[config.mk]
export PLATFORM = sky130hd
export DESIGN_NAME = srq_status_core
export DESIGN_NICKNAME = d
export VERILOG_FILES = /design/src/rtl/srq_pkg.sv /design/src/rtl/srq_transition_filter.sv /design/src/rtl/srq_control.sv /design/src/rtl/srq_datapath.sv /design/src/rtl/srq_status_core.sv
export SDC_FILE = /design/constraint.sdc
export NUM_CORES = 1
export LEC_CHECK = 0
export CORE_UTILIZATION = 30
export CTS_CLUSTER_DIAMETER = 50
export DETAILED_ROUTE_END_ITERATION = 12
export MAX_ROUTING_LAYER = met4
export PLACE_DENSITY_LB_ADDON = 0.1
export SLEW_MARGIN = 10
export SYNTH_ARGS = -nofsm -noshare
export SYNTH_HDL_FRONTEND = slang
export SYNTH_SLANG_ARGS = --single-unit
[constraint.sdc]
create_clock -name clk -period 3.5 [get_ports clk]
set_input_delay 0.525 -clock clk [delete_from_list [all_inputs] [get_ports clk]]
set_output_delay 0.525 -clock clk [all_outputs]
set_load 0.01 [all_outputs]
[src/rtl/srq_pkg.sv]
package srq_pkg;
  localparam int SB_W = 8;
  localparam int EAV_BIT = 2;
  localparam int EES_BIT = 3;
  localparam int MAV_BIT = 4;
  localparam int ESB_BIT = 5;
  localparam int SUM_BIT = 6;
  localparam logic [SB_W-1:0] SR_EN_KEEP = 8'hBF;

  typedef struct packed {
    logic clrStd;
    logic clrExt;
    logic ldStdEn;
    logic ldExtEn;
    logic ldSrEn;
    logic ldFilt;
  } srqStrobes_t;
endpackage

[src/rtl/srq_transition_filter.sv]
module srq_transition_filter #(
  parameter int W = 16
) (
  input  logic           clk,
  input  logic           rstN,
  input  logic [W-1:0]   condIn,
  input  logic [2*W-1:0] filt,
  output logic [W-1:0]   condQ,
  output logic [W-1:0]   hit
);
  logic [W-1:0] condReg;

  always_ff @(posedge clk) begin
    if (!rstN) condReg <= '0;
    else       condReg <= condIn;
  end

  assign condQ = condReg;

  for (genvar i = 0; i < W; i++) begin : g_bit
    logic riseEdge;
    logic fallEdge;
    assign riseEdge = condIn[i] & ~condReg[i];
    assign fallEdge = ~condIn[i] & condReg[i];
    assign hit[i] = (filt[2*i] & riseEdge) | (filt[2*i+1] & fallEdge);
  end
endmodule

[src/rtl/srq_control.sv]
module srq_control
  import srq_pkg::*;
(
  input  logic        clk,
  input  logic        rstN,
  input  logic        stdEvRd,
  input  logic        extEvRd,
  input  logic        stdEnWr,
  input  logic        extEnWr,
  input  logic        srEnWr,
  input  logic        filtWr,
  input  logic        pollStrobe,
  input  logic        mss,
  output srqStrobes_t stb,
  output logic        rqs
);
  logic mssPrev;
  logic mssRise;

  always_comb begin
    stb.clrStd  = stdEvRd;
    stb.clrExt  = extEvRd;
    stb.ldStdEn = stdEnWr;
    stb.ldExtEn = extEnWr;
    stb.ldSrEn  = srEnWr;
    stb.ldFilt  = filtWr;
  end

  assign mssRise = mss & ~mssPrev;

  always_ff @(posedge clk) begin
    if (!rstN) begin
      mssPrev <= 1'b0;
      rqs     <= 1'b0;
    end else begin
      mssPrev <= mss;
      if (mssRise)               rqs <= 1'b1;
      else if (pollStrobe || !mss) rqs <= 1'b0;
    end
  end
endmodule

[src/rtl/srq_datapath.sv]
module srq_datapath
  import srq_pkg::*;
#(
  parameter int STD_W = 8,
  parameter int EXT_W = 16
) (
  input  logic               clk,
  input  logic               rstN,
  input  srqStrobes_t        stb,
  input  logic [STD_W-1:0]   stdEventIn,
  input  logic [EXT_W-1:0]   condIn,
  input  logic               outQEmpty,
  input  logic               errQEmpty,
  input  logic [STD_W-1:0]   stdEnData,
  input  logic [EXT_W-1:0]   extEnData,
  input  logic [SB_W-1:0]    srEnData,
  input  logic [2*EXT_W-1:0] filtData,
  output logic [STD_W-1:0]   stdEnQ,
  output logic [EXT_W-1:0]   extEnQ,
  output logic [SB_W-1:0]    srEnQ,
  output logic [2*EXT_W-1:0] filtQ,
  output logic [STD_W-1:0]   stdEvQ,
  output logic [EXT_W-1:0]   extEvQ,
  output logic [EXT_W-1:0]   condQ,
  output logic [SB_W-1:0]    statusByte,
  output logic               mss
);
  logic [STD_W-1:0]   stdEv, stdEn;
  logic [EXT_W-1:0]   extEv, extEn, extHit;
  logic [SB_W-1:0]    srEn;
  logic [2*EXT_W-1:0] filtReg;
  logic [SB_W-1:0]    baseByte;

  srq_transition_filter #(.W(EXT_W)) uFilt (
    .clk   (clk),
    .rstN  (rstN),
    .condIn(condIn),
    .filt  (filtReg),
    .condQ (condQ),
    .hit   (extHit)
  );

  always_ff @(posedge clk) begin
    if (!rstN) begin
      stdEn   <= '0;
      extEn   <= '0;
      srEn    <= '0;
      filtReg <= '0;
    end else begin
      if (stb.ldStdEn) stdEn   <= stdEnData;
      if (stb.ldExtEn) extEn   <= extEnData;
      if (stb.ldSrEn)  srEn    <= srEnData & SR_EN_KEEP;
      if (stb.ldFilt)  filtReg <= filtData;
    end
  end

  always_ff @(posedge clk) begin
    if (!rstN) begin
      stdEv <= '0;
      extEv <= '0;
    end else begin
      stdEv <= (stb.clrStd ? '0 : stdEv) | stdEventIn;
      extEv <= (stb.clrExt ? '0 : extEv) | extHit;
    end
  end

  always_comb begin
    baseByte          = '0;
    baseByte[EAV_BIT] = ~errQEmpty;
    baseByte[EES_BIT] = |(extEv & extEn);
    baseByte[MAV_BIT] = ~outQEmpty;
    baseByte[ESB_BIT] = |(stdEv & stdEn);
  end

  assign mss = |(baseByte & srEn);

  always_comb begin
    statusByte          = baseByte;
    statusByte[SUM_BIT] = mss;
  end

  assign stdEnQ = stdEn;
  assign extEnQ = extEn;
  assign srEnQ  = srEn;
  assign filtQ  = filtReg;
  assign stdEvQ = stdEv;
  assign extEvQ = extEv;
endmodule

[src/rtl/srq_status_core.sv]
module srq_status_core
  import srq_pkg::*;
#(
  parameter int STD_W = 8,
  parameter int EXT_W = 16
) (
  input  logic               clk,
  input  logic               rstN,
  input  logic [STD_W-1:0]   stdEventIn,
  input  logic [EXT_W-1:0]   condIn,
  input  logic               outQEmpty,
  input  logic               errQEmpty,
  input  logic               stdEnWr,
  input  logic [STD_W-1:0]   stdEnData,
  input  logic               extEnWr,
  input  logic [EXT_W-1:0]   extEnData,
  input  logic               srEnWr,
  input  logic [7:0]         srEnData,
  input  logic               filtWr,
  input  logic [2*EXT_W-1:0] filtData,
  input  logic               stdEvRd,
  input  logic               extEvRd,
  input  logic               pollStrobe,
  output logic [STD_W-1:0]   stdEnQ,
  output logic [EXT_W-1:0]   extEnQ,
  output logic [7:0]         srEnQ,
  output logic [2*EXT_W-1:0] filtQ,
  output logic [STD_W-1:0]   stdEvQ,
  output logic [EXT_W-1:0]   extEvQ,
  output logic [EXT_W-1:0]   condQ,
  output logic [7:0]         statusByte,
  output logic [7:0]         pollByte,
  output logic               srqOut
);
  srqStrobes_t stb;
  logic        mss;
  logic        rqs;

  srq_control uCtl (
    .clk       (clk),
    .rstN      (rstN),
    .stdEvRd   (stdEvRd),
    .extEvRd   (extEvRd),
    .stdEnWr   (stdEnWr),
    .extEnWr   (extEnWr),
    .srEnWr    (srEnWr),
    .filtWr    (filtWr),
    .pollStrobe(pollStrobe),
    .mss       (mss),
    .stb       (stb),
    .rqs       (rqs)
  );

  srq_datapath #(.STD_W(STD_W), .EXT_W(EXT_W)) uDp (
    .clk       (clk),
    .rstN      (rstN),
    .stb       (stb),
    .stdEventIn(stdEventIn),
    .condIn    (condIn),
    .outQEmpty (outQEmpty),
    .errQEmpty (errQEmpty),
    .stdEnData (stdEnData),
    .extEnData (extEnData),
    .srEnData  (srEnData),
    .filtData  (filtData),
    .stdEnQ    (stdEnQ),
    .extEnQ    (extEnQ),
    .srEnQ     (srEnQ),
    .filtQ     (filtQ),
    .stdEvQ    (stdEvQ),
    .extEvQ    (extEvQ),
    .condQ     (condQ),
    .statusByte(statusByte),
    .mss       (mss)
  );

  always_comb begin
    pollByte          = statusByte;
    pollByte[SUM_BIT] = rqs;
  end

  assign srqOut = rqs;
endmodule

* After elaboration in Yosys (flattened, before gate mapping)
Index checks and enable logic that the tools add are counted.
Storage, ports and cells: bits in registers 105
Operators by class: multiplexer cells 4, reduce and logical (&&, ||, !) cells 6, bitwise logic cells 121
Operators with widths (count):
- $and A1 B1 Y1 | 65
- $not A1 Y1 | 35
- $and A16 B16 Y16 | 1
- $mux W16 | 1
- $or A1 B1 Y1 | 16
- $or A16 B16 Y16 | 1
- $reduce_or A16 Y1 | 1
- $reduce_or A8 Y1 | 2
- $and A6 B8 Y8 | 1
- $and A8 B8 Y8 | 1
- $mux W8 | 1
- $or A8 B8 Y8 | 1
- $mux W1 | 2
- $reduce_bool A2 Y1 | 1
- $logic_not A1 Y1 | 1
- $logic_or A1 B1 Y1 | 1

* Longest topological paths before layout
Gate-level depths: netlist (run 1).
depth after elaboration 8, gate-level depth with buffers 5, gate-level depth less buffers 5

* Hierarchy
A second synthesis (run 1) with hierarchy kept.
Second synthesis, totals: cell total of the unflattened synthesis 403, area, all modules 4247.8 µm²
By module, submodules not included:
- srq_datapath | times used 1, cells an instance 303, area an instance 3377.0 µm²
- srq_transition_filter | times used 1, cells an instance 81, area an instance 691.9 µm²
- srq_control | times used 1, cells an instance 11, area an instance 118.9 µm²
- srq_status_core | times used 1, cells an instance 8, area an instance 60.1 µm²

* Least setup slack after synthesis (run 1)
OpenSTA, ideal clock, no wires.
path type register -> output, start register uDp.extEv[9] (netlist: uDp.extEvQ[9]), end output port statusByte[6], setup slack 1.487 ns, arrival time 1.488 ns, stages on the path, launching flop included 6, required time 2.975 ns, cell sequence dfxtp_1 -> a22o_1 -> a221oi_2 -> nand4_1 -> a221o_1 -> buf_4
On the way: cells in the longest elaborated chain, start to end 4
Ends and longest elaborated chain:
- from (decl) | RTL line srq_datapath.sv:29 | logic [EXT_W-1:0] extEv, extEn, extHit;
- from (signal assigned) | RTL line srq_datapath.sv:63 | extEv <= (stb.clrExt ? '0 : extEv) | extHit;
- $and A16 B16 Y16 | RTL line srq_datapath.sv:70 | baseByte[EES_BIT] = |(extEv & extEn);
- $reduce_or A16 Y1 | RTL line srq_datapath.sv:70
- named net pollByte[3] | RTL line srq_status_core.sv:32 | output logic [7:0] pollByte,
- $and A6 B8 Y8 | RTL line srq_datapath.sv:75 | assign mss = |(baseByte & srEn);
- $reduce_or A8 Y1 | RTL line srq_datapath.sv:75
- to (decl) | RTL line srq_status_core.sv:31 | output logic [7:0] statusByte,
The timed path passes the listed nets, and every way through them passes these cells.

* Final worst setup path (run 1)
start register uDp.extEv[10] (netlist: uDp.extEvQ[10]), end output port statusByte[6]
On the way: cells in the longest elaborated chain, start to end 4
Ends and longest elaborated chain (RTL line):
- $and A16 B16 Y16 | srq_datapath.sv:70
- $reduce_or A16 Y1 | srq_datapath.sv:70
- $and A6 B8 Y8 | srq_datapath.sv:75
- $reduce_or A8 Y1 | srq_datapath.sv:75
Every way passes these cells.

==> results.toml, run 1 <==
[floorplan]
floorplan.die.width_um = 120
dieHeight_um = 120
initial_core_util = 0.312
pin_count = 220
placement_rows = 42
design.core.area_um2 = 13400
die_area_um2 = 14400

[clocking]
cts_setup_buffers = 0
cts-buffers-inserted = 9
register_clock_pin_slew_on_the_reported_worst_setup_and_hold_paths_ns = 0.07
cts_repair_resize_count = 0
holdBufCountCts = 0
h-tree-depth = 3
ctsLongestPathBuffers = 2
clkSinkCount = 105
root_buffer = "clkbuf_16"
tritoncts = "yes"
clock_insertion_delay_worst_skew_ns = 0.34

[placed_design]
gpl.final_weighted_congestion = 0.760
buffer_ports.inserted = 211
place_hpwl_mm = 8.40

[sta]
worst-slew-pin-transition_ns = 1.06
worst_relative_slew_slack = 0.291
setup_viol = 0
setup_tns_ns = 0
final_period_minus_worst_setup_slack_ns = 2.91
timing_max_transition_violations_final = 0
hold_slack_ns = 0.521
skew_ns = 0.00521
achievable-frequency_ghz = 0.343
rsz0062_at_grt = "false"
post-route-period-util = 0.833
hold_viol_final = 0

[synth]
synth-warning-count = 0
syn_area_um2 = 4180
syn-instance-count = 399
ys_types = 19
synth-seq-cells = 105
synth-seq-area-share = 0.502
post_synth_main_area_contributors = "dfxtp_1 50%, mux2i_1 15%, nor2b_1 13%"
post_synth.cell_area_avg_um2 = 10.5
yosys.area.top_type = "dfxtp_1"
post-synth-top-area-fraction = 0.502

[power]
p_per_cell_area_nw_per_um2 = 419
vdd_drop_max_mv = 0.190
fin_total_pwr_mw = 2.79
leakage_nw = 2.59

[critical_path]
ff2ff_setup_slack_ns = 1.67
cp_startpoint_kind = "register"
cp.arrival_ns = 2.39
worstPathRequired_ns = 2.97
timing.critical_path.fanout_max = 3
crit_type = "register to output port"
worst_setup_path_end_kind = "output port"

[global_route]
number_of_antenna_violations_at_the_first_check_in_global_routing = 0
grt_pass1_vias = 3391
grt_start_max_net_pins = 50
grt_use_total = 0.163
grt_first_pass_wirelength_mm = 17.5
overflow = 0

[finish]
final_layout_size_suffix_gt1_frac = 0.0349
syn_to_final_growth_pct = 59.1
nNetsFinal = 695
layout.core_utilization = 0.497
layout.area.seq_um2 = 2100
multi_input_area_um2 = 1920
layout.filler_cells = 1298
antenna_cells_inserted = 0

[route]
drtAntennaViolNets = 0
drt-pass1-iter-count = 4
drc = 0
dr.first_iter.drc_count = 96
via_density_per_instance = 4.40
drt_wl_total_mm = 11.4
detailroute.via_count = 3420
detail_route.wl_per_cell_um = 14.6

[outcome]
run_status = "completed"

[flow_run]
maxCapViolations = 0

[min_path]
min-delay-path-class = "register to register"
Yosys cell counts:
master / count
a221o_1: 1
a221oi_2: 4
a22o_1: 5
a22oi_1: 4
and2_1: 17
and3_1: 1
buf_2: 4
buf_4: 13
clkbuf_1: 16
conb_1: 1
dfxtp_1: 105
inv_1: 3
mux2i_1: 63
nand2_1: 16
nand3b_1: 16
nand4_1: 2
nor2b_1: 87
o21a_1: 24
o21ai_0: 17
power breakdown:
group | internal, mW | switching [mW] | total, mW
sequential | 1.26 | 0.0516 | 1.31
clock | 0.573 | 0.425 | 0.998
combinational | 0.303 | 0.175 | 0.478
final timing paths:
check,end,start,depth (start not counted)
hold / removal,uDp.srEnQ[1]$_SDFFE_PN0P_,uDp.srEnQ[1]$_SDFFE_PN0P_,2
setup reg to reg,uCtl.rqs$_SDFFE_PN0P_,uDp.extEvQ[10]$_SDFF_PN0_,5
hold reg to reg,uDp.srEnQ[1]$_SDFFE_PN0P_,uDp.srEnQ[1]$_SDFFE_PN0P_,2
setup / recovery,statusByte[6],uDp.extEvQ[10]$_SDFF_PN0_,5
stage by stage:
stage,worst slack [ns],area (um2),cells
after floorplan,1.49,4210,405
after global placement,0.924,6370,761
after detailed placement,0.916,6370,761
after CTS,0.522,6660,777
after global routing,0.468,6660,777
final,0.586,6660,777
layout by cell type, fill, tap and decap left out, types with 5 or more instances in the layout:
| cell | n |
|---|---|
| clkdlybuf4s50_1 | 209 |
| dfxtp_1 | 105 |
| nor2b_1 | 87 |
| mux2i_1 | 63 |
| o21a_1 | 24 |
| and2_1 | 17 |
| o21ai_0 | 17 |
| nand2_1 | 16 |
| nand3b_1 | 16 |
| clkbuf_16 | 9 |
| conb_1 | 7 |
| a22o_1 | 5 |
state kept, by name (all words and copies together) (netlist names):
name             count
uCtl.mssPrev         1
uCtl.rqs             1
uDp.extEnQ          16
uDp.extEvQ          16
uDp.filtQ           32
uDp.srEnQ            7
uDp.stdEnQ           8
uDp.stdEvQ           8
uDp.uFilt.condQ     16
cells by family (layout without fill, tap and decap cells):
kind of cell | Yosys count | after routing | synth area share
and+or+nand+nor | 139 | 139 | 0.203
DFF | 105 | 105 | 0.502
muxes | 63 | 63 | 0.151
AOI/OAI and AO/OA | 55 | 55 | 0.0978
buffers and inverters | 36 | 232 | 0.0452
other | 1 | 7 | 0.000896
per-layer routing:
layer	global-route usage	vias to the layer above	routed length, um
li1	-	1722	-
met1	0.212	1546	5420
met2	0.247	141	5080
met3	0.0323	11	695
met4	0.0656	0	154
met5	-	-	0
worst max-delay path: stages, from the launching register on:
cell	delay, ns
dfxtp_1	0.33
a22o_1	0.23
a221oi_2	0.23
nand4_1	0.30
a221o_1	0.47
clkdlybuf4s50_1	0.50
final cells by class:
type                    instances  area share
multi-input cells             264       0.288
well taps                     176      0.0331
clock buffers                  13      0.0376
repair buffers                213       0.318
flip-flops and latches        105       0.316
inverters                       3     0.00169
clock inverters                 3     0.00602
No activity file was read; power rests on OpenSTA's default activity.
==> run 2, diff against run 1 <==
- clock period: 3.5 -> 2.5 ns (I/O delays scaled with it)
==> run 2 against run 1 <==
  * Global-route usage increased by 0.58 points
  * Register-to-register slack worse by 1.2 ns
  * Routed wire length up 2.0%
  * Total power increased by 40%
  * Clock skew barely moved
  * Largest cell class unchanged
  * Highest routed layer unchanged
==> results.toml, run 2 (same netlist as run 1, synthesis figures left out) <==
[outcome]
run_status = "completed"

[power]
switchingPower_mw = 0.925
p_int_mw = 2.99
vdd_drop_max_mv = 0.325
clockPowerShare = 0.356
leakage_nw = 2.62
switching_share = 0.236
p_per_cell_area_nw_per_um2 = 584
pwr-share-comb = 0.174
p_seq_frac = 0.470

[min_path]
min-delay-path-class = "register to register"

[global_route]
overflow = 0
grt_start_max_net_pins = 71
grt_use_total = 0.169
number_of_antenna_violations_at_the_first_check_in_global_routing = 0
grt_first_pass_wirelength_mm = 17.9
grt_pass1_vias = 3388

[sta]
achievable-frequency_ghz = 0.425
timing_max_transition_violations_final = 0
skew_ns = 0.00538
rsz0062_at_grt = "false"
final_period_minus_worst_setup_slack_ns = 2.35
worst_relative_slew_slack = 0.548
post-route-period-util = 0.941
setup_viol = 0
hold_viol_final = 0
setup_tns_ns = 0
worst-slew-pin-transition_ns = 0.676

[clocking]
holdBufCountCts = 0
tritoncts = "yes"
cts-buffers-inserted = 9
clock_insertion_delay_worst_skew_ns = 0.35
clkSinkCount = 105
h-tree-depth = 3
ctsLongestPathBuffers = 2
register_clock_pin_slew_on_the_reported_worst_setup_and_hold_paths_ns = 0.07
root_buffer = "clkbuf_16"

[critical_path]
crit_family = "compound AO/OA/AOI/OAI gates"
cp.arrival_ns = 1.98
cp_startpoint_kind = "register"
timing.critical_path.fanout_max = 3
crit_type = "register to output port"
worst_setup_path_end_kind = "output port"
critical_path.slowest_cell = "a221o_1"
crit_buf_inv = 1
cp_cell_sequence = "a22o_1, a221oi_2, nand4_1, a221o_1, clkbuf_2"
worstPathRequired_ns = 2.12
slowest_delay_ns = 0.44

[finish]
max_ffs_per_register = 32
layout.cells.most_common_list = "206 x clkdlybuf4s50_1, 105 x dfxtp_1, 87 x nor2b_1"
post-route-cell-area_um2 = 6700
syn_to_final_growth_pct = 60.1
nNetsFinal = 699
layout.cells.most_common = "clkdlybuf4s50_1"
final_layout_size_suffix_gt1_frac = 0.0431
antenna_cells_inserted = 0

[route]
drt_wl_total_mm = 11.6
via_density_per_instance = 4.39
detailroute.via_count = 3416
dr.first_iter.drc_count = 130
drtAntennaViolNets = 0
drt-pass1-iter-count = 4
detail_route.wl_per_cell_um = 14.9
drc = 0

[flow_run]
maxCapViolations = 0

[floorplan]
design.core.area_um2 = 13400
pin_count = 220
floorplan.die.width_um = 120
dieHeight_um = 120
initial_core_util = 0.312
placement_rows = 42
die_area_um2 = 14400

[placed_design]
place_hpwl_mm = 8.49
dpl-instance-area_um2 = 6410
gpl.final_weighted_congestion = 0.813
buffer_ports.inserted = 211
run 2: changes by cell type in the layout (fill, tap and decap cells not counted):
cell	previous run	this run
clkdlybuf4s50_1	209	206
clkbuf_2	0	1
clkinvlp_4	0	1
buf_4	2	4
buf_12	0	2
clkinv_2	2	1
clkbuf_1	3	1
dlygate4sd2_1	0	2
run 2: worst paths after layout:
path / slack [ns] / from / cells past startpoint / end
hold / removal: 0.52 / uDp.srEnQ[1]$_SDFFE_PN0P_ / 2 / uDp.srEnQ[1]$_SDFFE_PN0P_
setup / recovery: 0.15 / uDp.extEvQ[10]$_SDFF_PN0_ / 5 / statusByte[6]
hold reg to reg: 0.52 / uDp.srEnQ[1]$_SDFFE_PN0P_ / 2 / uDp.srEnQ[1]$_SDFFE_PN0P_
setup reg to reg: 0.50 / uDp.extEvQ[10]$_SDFF_PN0_ / 7 / uCtl.rqs$_SDFFE_PN0P_
run 2: area by class of cell:
class,instances,area [um2]
Multi-Input combinational cell,264,1920
Clock inverter,3,42.5
Clock buffer,11,243
Timing Repair Buffer,217,2160
Tap cell,176,220
Inverter,3,11.3
Sequential cell,105,2100
Fill cell,1280,6700
run 2: power by group through the flow:
stage                     Sequential (mW)  Combinational [mW]  Clock [mW]
after floorplan                      1.91               0.235           0
after global placement               1.87               0.683           0
after detailed placement             1.88               0.686           0
after CTS                            1.84               0.691        1.46
after global routing                 1.85               0.730        1.52
final                                1.84               0.679        1.39
run 2: metrics by stage:
stage | hold slack (ns) | total power [mW] | std cells | utilization | worst slack (ns)
after floorplan | 0.488 | 2.15 | 405 | - | 0.637
after global placement | 0.495 | 2.56 | 763 | 0.478 | 0.138
after detailed placement | 0.508 | 2.56 | 763 | 0.478 | 0.0808
after CTS | 0.526 | 3.99 | 779 | 0.500 | 0.0162
after global routing | 0.549 | 4.11 | 779 | 0.500 | 0.0489
final | 0.524 | 3.91 | 779 | 0.500 | 0.149
run 2: repair_timing:
action | 4_1_cts | 5_1_grt
pin swaps | 2 | 2
setup endpoints to repair | 1 | 1
buffers inserted | 2 | 0
gates resized for setup | 4 | 1
run 2: per-layer routing:
metal | GRT usage | share of wire
met1 | 0.213 | 0.47
met3 | 0.0589 | 0.077
met4 | 0.0445 | 0.010
met5 | - | 0
met2 | 0.256 | 0.44
run 2: worst min-delay path, stage by stage, from the launching register on:
cell	delay, ns
dfxtp_1	0.33
mux2i_1	0.06
nor2b_1	0.10
==> run 3, diff against run 2 <==
--- a/config.mk
+++ b/config.mk
@@ -12,2 +12,3 @@
 export PLACE_DENSITY_LB_ADDON = 0.1
+export SETUP_SLACK_MARGIN = 0.02
 export SLEW_MARGIN = 10
--- a/constraint.sdc
+++ b/constraint.sdc
@@ -3,2 +3,2 @@
 set_output_delay 0.375 -clock clk [all_outputs]
-set_load 0.01 [all_outputs]
+set_load 0.05 [all_outputs]
==> run 3 against run 2 <==
  * First-iteration DRC count shrank 30%
  * Non-clock buffer count is 1 higher
  * Die area unchanged
  * Clock power down 3%
  * Total power is 7.9% higher
  * Count of clock-buffer cells in the layout rose by 1
  * Global-route usage is 0.12 points lower
  * Highest routed layer unchanged
  * Critical path type unchanged
  * Final cell count increased by 0.13%
  * Critical path depth rose by 2
  * Design area up 0.39%
  * Worst hold slack better by 0.0017 ns
==> results.toml, run 3 (same netlist as run 1, synthesis figures left out) <==
[clocking]
ctsLongestPathBuffers = 2
cts-buffers-inserted = 9
clock_insertion_delay_worst_skew_ns = 0.34
holdBufCountCts = 0
root_buffer = "clkbuf_16"
register_clock_pin_slew_on_the_reported_worst_setup_and_hold_paths_ns = 0.07
clkSinkCount = 105
h-tree-depth = 3
tritoncts = "yes"

[power]
pwr-share-comb = 0.244
p_per_cell_area_nw_per_um2 = 628
vdd_drop_max_mv = 0.308
switchingPower_mw = 1.27
p_seq_frac = 0.436
clockPowerShare = 0.320
leakage_nw = 2.63
fin_total_pwr_mw = 4.22
p_int_mw = 2.95
switching_share = 0.301

[critical_path]
reg2reg_start = "uDp.extEvQ[10]$_SDFF_PN0_"
crit_family = "buffers and inverters"
worstPathRequired_ns = 2.12
slowest_delay_ns = 0.33
cp_cell_sequence = "a22o_1, a221oi_2, nand4_1, buf_4, buf_4, buf_4, buf_4"
timing.critical_path.fanout_max = 3
critical_path.most_common_cell = "buf_4"
crit_path_start = "uDp.extEvQ[10]$_SDFF_PN0_"
worst_setup_path_end_kind = "output port"
critical_path.slowest_cell = "dfxtp_2"
crit_type = "register to output port"
crit_buf_inv = 4
cp_startpoint_kind = "register"
cp.arrival_ns = 1.98

[finish]
final_layout_size_suffix_gt1_frac = 0.0762
layout.cells.most_common = "clkdlybuf4s50_1"
antenna_cells_inserted = 0
max_ffs_per_register = 32
layout.cells.most_common_list = "206 x clkdlybuf4s50_1, 89 x dfxtp_1, 87 x nor2b_1"
nNetsFinal = 700
layout.filler_cells = 1276
syn_to_final_growth_pct = 60.7
layout.core_utilization = 0.502

[global_route]
grt_start_max_net_pins = 72
grt_use_total = 0.168
grt_pass1_vias = 3512
number_of_antenna_violations_at_the_first_check_in_global_routing = 0
grt_first_pass_wirelength_mm = 18.1
overflow = 0

[route]
via_density_per_instance = 4.41
drt-pass1-iter-count = 4
detailroute.via_count = 3437
dr.first_iter.drc_count = 91
drtAntennaViolNets = 0
detail_route.wl_per_cell_um = 14.9
drt_wl_total_mm = 11.6
drc = 0

[flow_run]
maxCapViolations = 0

[floorplan]
placement_rows = 42
floorplan.die.width_um = 120
initial_core_util = 0.312
dieHeight_um = 120
design.core.area_um2 = 13400
die_area_um2 = 14400
pin_count = 220

[sta]
worst-slew-pin-transition_ns = 0.671
timing_max_transition_violations_final = 0
final_period_minus_worst_setup_slack_ns = 2.36
hold_slack_ns = 0.526
setup_viol = 0
hold_viol_final = 0
worst_relative_slew_slack = 0.552
achievable-frequency_ghz = 0.424
setup_tns_ns = 0
post-route-period-util = 0.944
rsz0062_at_grt = "false"
skew_ns = 0.00900
post-route-worst-setup-slack_ns = 0.140

[placed_design]
place_hpwl_mm = 8.49
gpl.final_weighted_congestion = 0.766
place_worst_setup_slack_ns = 0.385
buffer_ports.inserted = 211

[min_path]
hp-start = "uDp.srEnQ[7]$_SDFFE_PN0P_"
min-delay-path-class = "register to register"

[outcome]
run_status = "completed"
==> run 3: cell count changes in the layout (fill, tap and decap cells not counted), sizes merged <==
cell         before  now
buf               8   12
dlygate4sd2       2    0
bufinv            1    0
clkinv            1    2
clkinvlp          1    0
==> run 3: what timing repair did <==
item,4_1_cts,5_1_grt
endpoints found under the setup margin,1,1
resized for setup,0,1
pin swaps,1,2
setup buffers,1,3
==> run 3: per-stage QoR <==
stage	std cells	instance area [um2]
final	780	6730
after global routing	780	6730
after CTS	777	6700
after detailed placement	762	6410
after global placement	762	6410
after floorplan	405	4230
==> run 3: layout make-up <==
class                   instances  area (um2)  share of cell area
well taps                     176         220              0.0327
repair buffers                218        2180               0.324
inverters                       3        11.3             0.00167
multi-input cells             264        1920               0.285
flip-flops and latches        105        2120               0.316
clock buffers                  12         267              0.0396
clock inverters                 2        13.8             0.00205
==> run 3: worst reg2reg max path: stages, from the launching register on <==
cell,delay (ns)
dfxtp_2,0.33
a22o_1,0.24
a221oi_2,0.21
nand4_1,0.25
a221o_1,0.46
buf_4,0.15
and3_1,0.15
==> run 3: worst paths after layout <==
kind                          endpoint  cells past startpoint  slack [ns]
max                      statusByte[3]                      7        0.14
min          uDp.srEnQ[7]$_SDFFE_PN0P_                      2        0.53
max reg2reg      uCtl.rqs$_SDFFE_PN0P_                      6        0.62
min reg2reg  uDp.srEnQ[7]$_SDFFE_PN0P_                      2        0.53
==> run 3: power by group through the flow <==
stage | Clock, mW | Combinational, mW | Sequential, mW
2_1_floorplan | 0 | 0.302 | 2.19
3_3_place_gp | 0 | 1.02 | 1.88
3_5_place_dp | 0 | 1.02 | 1.88
4_1_cts | 1.40 | 1.03 | 1.84
5_1_grt | 1.47 | 1.08 | 1.86
6_report | 1.35 | 1.03 | 1.84
==> run 3: routing by layer <==
| layer | global-route usage | wire, um | up-vias |
|---|---|---|---|
| li1 | - | - | 1728 |
| met1 | 0.205 | 5430 | 1557 |
| met4 | 0.0633 | 157 | 0 |
| met2 | 0.260 | 5110 | 142 |
| met3 | 0.0485 | 912 | 10 |
| met5 | - | 0 | - |
